<file path="config.mk">
export PLATFORM = sky130hd
export DESIGN_NAME = gpio_evt_top
export DESIGN_NICKNAME = d
export VERILOG_FILES = /design/src/rtl/gpio_evt_pkg.sv /design/src/rtl/gpio_evt_din.sv /design/src/rtl/gpio_evt_trig.sv /design/src/rtl/gpio_evt_irq.sv /design/src/rtl/gpio_evt_top.sv
export SDC_FILE = /design/constraint.sdc
export NUM_CORES = 1
export LEC_CHECK = 0
export ABC_AREA = 1
export BUFFER_PORTS_ARGS = -buffer_cell sky130_fd_sc_hd__buf_2
export CAP_MARGIN = 20
export CORE_MARGIN = 1.5
export CORE_UTILIZATION = 40
export CTS_CLUSTER_SIZE = 8
export DETAILED_ROUTE_END_ITERATION = 10
export PLACE_DENSITY = 0.76
export SETUP_SLACK_MARGIN = 0.3
export SYNTH_ARGS = -nofsm -noshare
export SYNTH_HDL_FRONTEND = slang
export SYNTH_SLANG_ARGS = --single-unit
</file>
<file path="constraint.sdc">
create_clock -name clk_i -period 1.15 [get_ports clk_i]
set_clock_uncertainty 0.05 [all_clocks]
set_input_delay 0.1725 -clock clk_i [delete_from_list [all_inputs] [get_ports clk_i]]
set_output_delay 0.1725 -clock clk_i [all_outputs]
set_load 0.03 [all_outputs]
</file>
<file path="src/rtl/gpio_evt_pkg.sv">
package gpio_evt_pkg;

    typedef enum logic [1:0] {
        TRIG_LEVEL = 2'd0,
        TRIG_RISE  = 2'd1,
        TRIG_BOTH  = 2'd2
    } trig_mode_e;

    // Type bit 0 selects level; otherwise the both-edges bit picks the edge kind.
    function automatic trig_mode_e mode_of(input logic edge_sel, input logic both_sel);
        if (!edge_sel)
            return TRIG_LEVEL;
        else if (both_sel)
            return TRIG_BOTH;
        else
            return TRIG_RISE;
    endfunction

endpackage

</file>
<file path="src/rtl/gpio_evt_din.sv">
module gpio_evt_din #(
    parameter int NPINS = 32
) (
    input  logic [NPINS-1:0] pin_lvl_i,
    input  logic [NPINS-1:0] in_en_i,
    input  logic [NPINS-1:0] invert_i,
    output logic [NPINS-1:0] din_o
);
    always_comb begin
        din_o = (pin_lvl_i & in_en_i) ^ invert_i;
    end
endmodule

</file>
<file path="src/rtl/gpio_evt_trig.sv">
module gpio_evt_trig
    import gpio_evt_pkg::*;
#(
    parameter int NPINS = 32
) (
    input  logic [NPINS-1:0] din_i,
    input  logic [NPINS-1:0] prev_i,
    input  logic [NPINS-1:0] evt_type_i,
    input  logic [NPINS-1:0] evt_both_i,
    output logic [NPINS-1:0] hit_o
);
    for (genvar i = 0; i < NPINS; i++) begin : g_pin
        trig_mode_e mode;
        assign mode = mode_of(evt_type_i[i], evt_both_i[i]);

        always_comb begin
            unique case (mode)
                TRIG_LEVEL: hit_o[i] = din_i[i];
                TRIG_RISE:  hit_o[i] = din_i[i] & ~prev_i[i];
                TRIG_BOTH:  hit_o[i] = din_i[i] ^ prev_i[i];
                default:    hit_o[i] = 1'b0;
            endcase
        end
    end
endmodule

</file>
<file path="src/rtl/gpio_evt_irq.sv">
module gpio_evt_irq #(
    parameter int NPINS = 32
) (
    input  logic [NPINS-1:0] status_i,
    input  logic [NPINS-1:0] enable_i,
    output logic             irq_o
);
    always_comb begin
        irq_o = |(status_i & enable_i);
    end
endmodule

</file>
<file path="src/rtl/gpio_evt_top.sv">
module gpio_evt_top #(
    parameter int NPINS = 32
) (
    input  logic             clk_i,
    input  logic             rst_ni,
    input  logic [NPINS-1:0] pin_lvl_i,
    input  logic [NPINS-1:0] in_en_i,
    input  logic [NPINS-1:0] invert_i,
    input  logic [NPINS-1:0] evt_type_i,
    input  logic [NPINS-1:0] evt_both_i,
    input  logic [NPINS-1:0] evt_en_i,
    input  logic             clr_stb_i,
    input  logic [NPINS-1:0] clr_mask_i,
    output logic [NPINS-1:0] din_o,
    output logic [NPINS-1:0] status_o,
    output logic             irq_o
);
    localparam int W = NPINS;

    typedef struct packed {
        logic [W-1:0] prev;
        logic [W-1:0] stat;
    } state_t;

    state_t st_d, st_q;

    logic [W-1:0] din_w;
    logic [W-1:0] hit_w;
    logic [W-1:0] clr_w;

    gpio_evt_din #(.NPINS(W)) u_din (
        .pin_lvl_i (pin_lvl_i),
        .in_en_i   (in_en_i),
        .invert_i  (invert_i),
        .din_o     (din_w)
    );

    gpio_evt_trig #(.NPINS(W)) u_trig (
        .din_i      (din_w),
        .prev_i     (st_q.prev),
        .evt_type_i (evt_type_i),
        .evt_both_i (evt_both_i),
        .hit_o      (hit_w)
    );

    always_comb begin
        st_d      = st_q;
        clr_w     = clr_stb_i ? clr_mask_i : '0;
        st_d.prev = din_w;
        // A hit in the same cycle overrides the clear.
        st_d.stat = (st_q.stat & ~clr_w) | hit_w;
    end

    always_ff @(posedge clk_i) begin
        if (!rst_ni)
            st_q <= '0;
        else
            st_q <= st_d;
    end

    gpio_evt_irq #(.NPINS(W)) u_irq (
        .status_i (st_q.stat),
        .enable_i (evt_en_i),
        .irq_o    (irq_o)
    );

    assign din_o    = din_w;
    assign status_o = st_q.stat;
endmodule

</file>
==> impl_summary.md <==
Placement
Port buffering added just under 300 buffers. The wire-length estimate of the detail-placed layout is ~12 mm. The final weighted congestion in routability-driven placement is around 0.82.

Logic synthesis
In the synthesized netlist the async set-or-reset flop fraction comes to 0. The post-synthesis area per instance is between 6 and 7 um^2. The dominant register cell in the synthesized netlist is dfxtp_1. The sequential area share after synthesis is 0.2634.

Yosys mapped a number of flops with a built-in enable equal to 0. In this run the cell area of the synthesized design comes to just under 5000 um^2. The adder and majority gate portion of the synthesized area is 0.08230. In the post-synthesis netlist, the cell with the most instances is nand2_1. Of the total synthesized cell area, the portion taken by AND, OR, NAND and NOR gates is 0.3747. Sorting the synthesized cells by how often they occur yields nand2_1, inv_1, buf_4. After technology mapping, the gate count stands at 746. The largest family of logic cells by synthesized area is simple AND/OR/NAND/NOR gates. The share of the synthesized netlist area taken by xor and xnor gates is 0. Of the post-synthesis cell area, the dominant cell type holds 0.2634. The post-synthesis compound-gate area fraction is 0.08230. Summed over all instances, the cell type with the most area after synthesis is dfxtp_1. The yosys synthesis warning count is 0. Yosys mapped the design onto 15 distinct sky130hd cell types. In the post-synthesis netlist, the biggest area contributors are dfxtp_1, nand2_1, buf_4. The portion of synthesized area spent on multiplexers is 0. The flip-flop and latch count after synthesis is between 60 and 70. The total nets after synthesis is roughly 1000.

Die
The floorplan die area is 12830 um^2. The floorplan core area is ~12000 um^2. In this run the core area contains 40 standard-cell rows. The die is 113.3 um wide. The number of top-level pins is ~290. The die height is between 100 and 150 um. The starting density of the core is 0.4067.

Clocking
The tree is rooted in a clkbuf_16. The CTS tree is yes. The later-pin clock latency in the skew report is roughly 0.32 ns.

The maximum clock insertion buffer count is 2. CTS built an H-tree with a depth of 3. The count of hold-fix buffers inserted at cts is 0. The count of clock tree sinks is 64.

The number of buffers added by the clock tree synthesis step is 9. The clock transition at the registers of the reported paths is around 0.06 ns.

Timing
The post-route minimum period is between 1.5 and 2 ns. Based on the critical path, the design can be clocked at up to about 0.65 GHz. Setup repair after global routing could not meet its margin everywhere. The post-route fraction of the period consumed by the critical path is 1.343.

The number of pins with negative max-slew slack in the final report is 0. The count of endpoints failing hold in the final timing report is 0. Setup violations remaining at the end of the flow were counted as 1. Setup slack on the critical path of the routed design comes to -0.3941 ns. The slew at the pin closest to its max-slew limit is 0.2626 ns. The relative max-transition margin is 0.8250.

GRT
The number of global-route vias before repair is around 6200. The total track usage is 0.2676. The initial antenna violation count is 2. The first global-routing pass estimated between 20 and 30 mm of wire. Summed over all layers, the global routing overflow is 0.

Entering global routing, the biggest net connects 21 pins.

Power
The worst voltage drop across the vdd grid is slightly below 0.6 mV. The overall power consumption is between 9000 and 10000 uW. The power density relative to cell area is around 1000 nW/um^2.

The leakage power is 0.004987 uW.

Critical path
Traced cell by cell, the critical path runs through nand2_1 -> nand2_1 -> nor2_2 -> nand2_1 -> nor2_2 -> nand2_2 -> buf_6. Grouping stages by cell kind, the critical path spends the most delay in simple AND/OR/NAND/NOR gates. The number of buffers and inverters on the critical path is 1.

The most numerous cell type found on the critical path is nand2_1. Data on the critical path is required at its endpoint by around 0.93 ns. The first element of the critical path is status_o[24].

The slowest stage of the critical path belongs to the cell dfxtp_2. STA classifies the critical path startpoint as a register. The launch instance of the worst register-to-register path is st_q[57].

The largest fanout on the critical path is 2. The critical path arrival is between 1 and 1.5 ns. The critical path capture point type is an output pin. The classification of the worst setup path is reg -> out. The stage delay of the slowest cell on the critical path is 0.33 ns.

Run
The tool flagged a number of max-cap violations equal to 0.

Cells and area
At the end of the flow the core is filled with cells to 0.7869. After the last flow step, the layout net total stands at between 1000 and 1500. Of the cells placed in the final design, the portion with a size suffix greater than 1 is 0.6664. The area added between synthesis and finish is 93.49%.

Routing
The aggregate routed wire length is between 20 and 25 mm. The count of antenna-violating nets left after detailed routing is 0. The vias per cell is a little under 5. The vias after detailed routing is approximately 6200. The average routed wire per standard cell is about 16 um.

The number of DRC markers after the initial detailed-route iteration is 281. The total iterations of the first detailed-routing run is 4. For this run, design rule violations remaining after detail routing come to 0.

Outcome
The run finished, with violations left. The final reports fail on negative setup slack.

Worst hold path
The start point of the worst min-delay path is evt_type_i[9]. In this run the worst hold path is classified as in -> reg.
==> registers in the layout (all words and copies together) (netlist names) <==
signal    count
st_q         32
status_o     32
==> cell families after synthesis <==
logic type      count (synthesis)
simple gates                  415
flops                          64
fa+ha+maj                      32
buf+inv                       171
compound gates                 64
==> worst register-to-register path, delay by kind of cell, from the launching register on <==
kind / cells / cell delay, ns
AO/OA/AOI/OAI: 1 / 0.06
adder cells (fa/ha/maj): 1 / 0.26
buffers and inverters: 1 / 0.05
flip-flops: 1 / 0.33
AND/OR/NAND/NOR: 4 / 0.24
==> metrics by stage <==
step	hold slack, ns	TNS, ns	area (um^2)	cells	setup WS [ns]
2_1_floorplan	0.2634	0	5359	746	0.03102
3_3_place_gp	0.3840	-2.779	6970	1184	-0.1486
3_5_place_dp	0.3854	-3.355	6970	1184	-0.1556
4_1_cts	0.03825	-0.3734	8806	1272	-0.3734
5_1_grt	0.05551	-0.5119	9410	1288	-0.4407
6_report	0.05315	-0.3941	9413	1289	-0.3941
==> cell type report <==
class                      instances  area, um^2
tap                              147       183.9
sequential                        64        1361
inverter                          97       376.6
multi-input combinational        511        3329
antenna                            3       7.507
clock buffer                      12       236.5
clock inverter                     4       45.04
timing repair buffer             451        3872
fill                             691        2549
==> placed cells by master, fill, tap and decap left out <==
cell type / synthesis / routed
inv_2: 0 / 60
nand3_1: 32 / 24
nor2_1: 44 / 38
buf_12: 3 / 4
nand3_2: 0 / 8
a21o_1: 32 / 32
clkinv_2: 0 / 3
inv_1: 96 / 32
diode_2: 0 / 3
nand2_2: 0 / 81
clkbuf_1: 0 / 3
bufinv_16: 0 / 1
nand2_4: 0 / 1
nor2_2: 0 / 4
buf_2: 0 / 154
inv_4: 1 / 5
clkbuf_16: 0 / 9
ha_4: 0 / 32
nand2_1: 309 / 227
o21ai_1: 12 / 24
buf_6: 3 / 217
nor2_4: 30 / 32
dfxtp_2: 0 / 64
buf_8: 0 / 1
o21ai_2: 0 / 8
buf_4: 65 / 75
==> report_power, final <==
| part | total [uW] | internal (uW) | switching, uW |
|---|---|---|---|
| Combinational | 4450 | 2330 | 2130 |
| Sequential | 2640 | 2490 | 148 |
| Clock | 2670 | 1670 | 1000 |
==> per-layer routing <==
metal  track usage  up-vias  part of all wire
met5             0        -                 0
met4        0.1467        0             0.053
met3       0.05410       93             0.062
met2        0.5192      289              0.54
met1        0.2640     2825              0.34
li1              -     3010                 -
==> final timing paths <==
| check | endpoint | depth (start not counted) | slack (ns) |
|---|---|---|---|
| worst max-delay path | irq_o | 7 | -0.39 |
| worst min-delay path | status_o[9] | 4 | 0.05 |
| worst max register to register | status_o[25] | 7 | 0.05 |
| worst min register to register | status_o[20] | 4 | 0.52 |
==> timing repair <==
action | CTS | global route
pin swaps | 182 | 103
buffers inserted | 72 | 14
setup endpoints to repair | 97 | 104
resized for setup | 337 | 127
No activity file was read; power rests on OpenSTA's default activity.
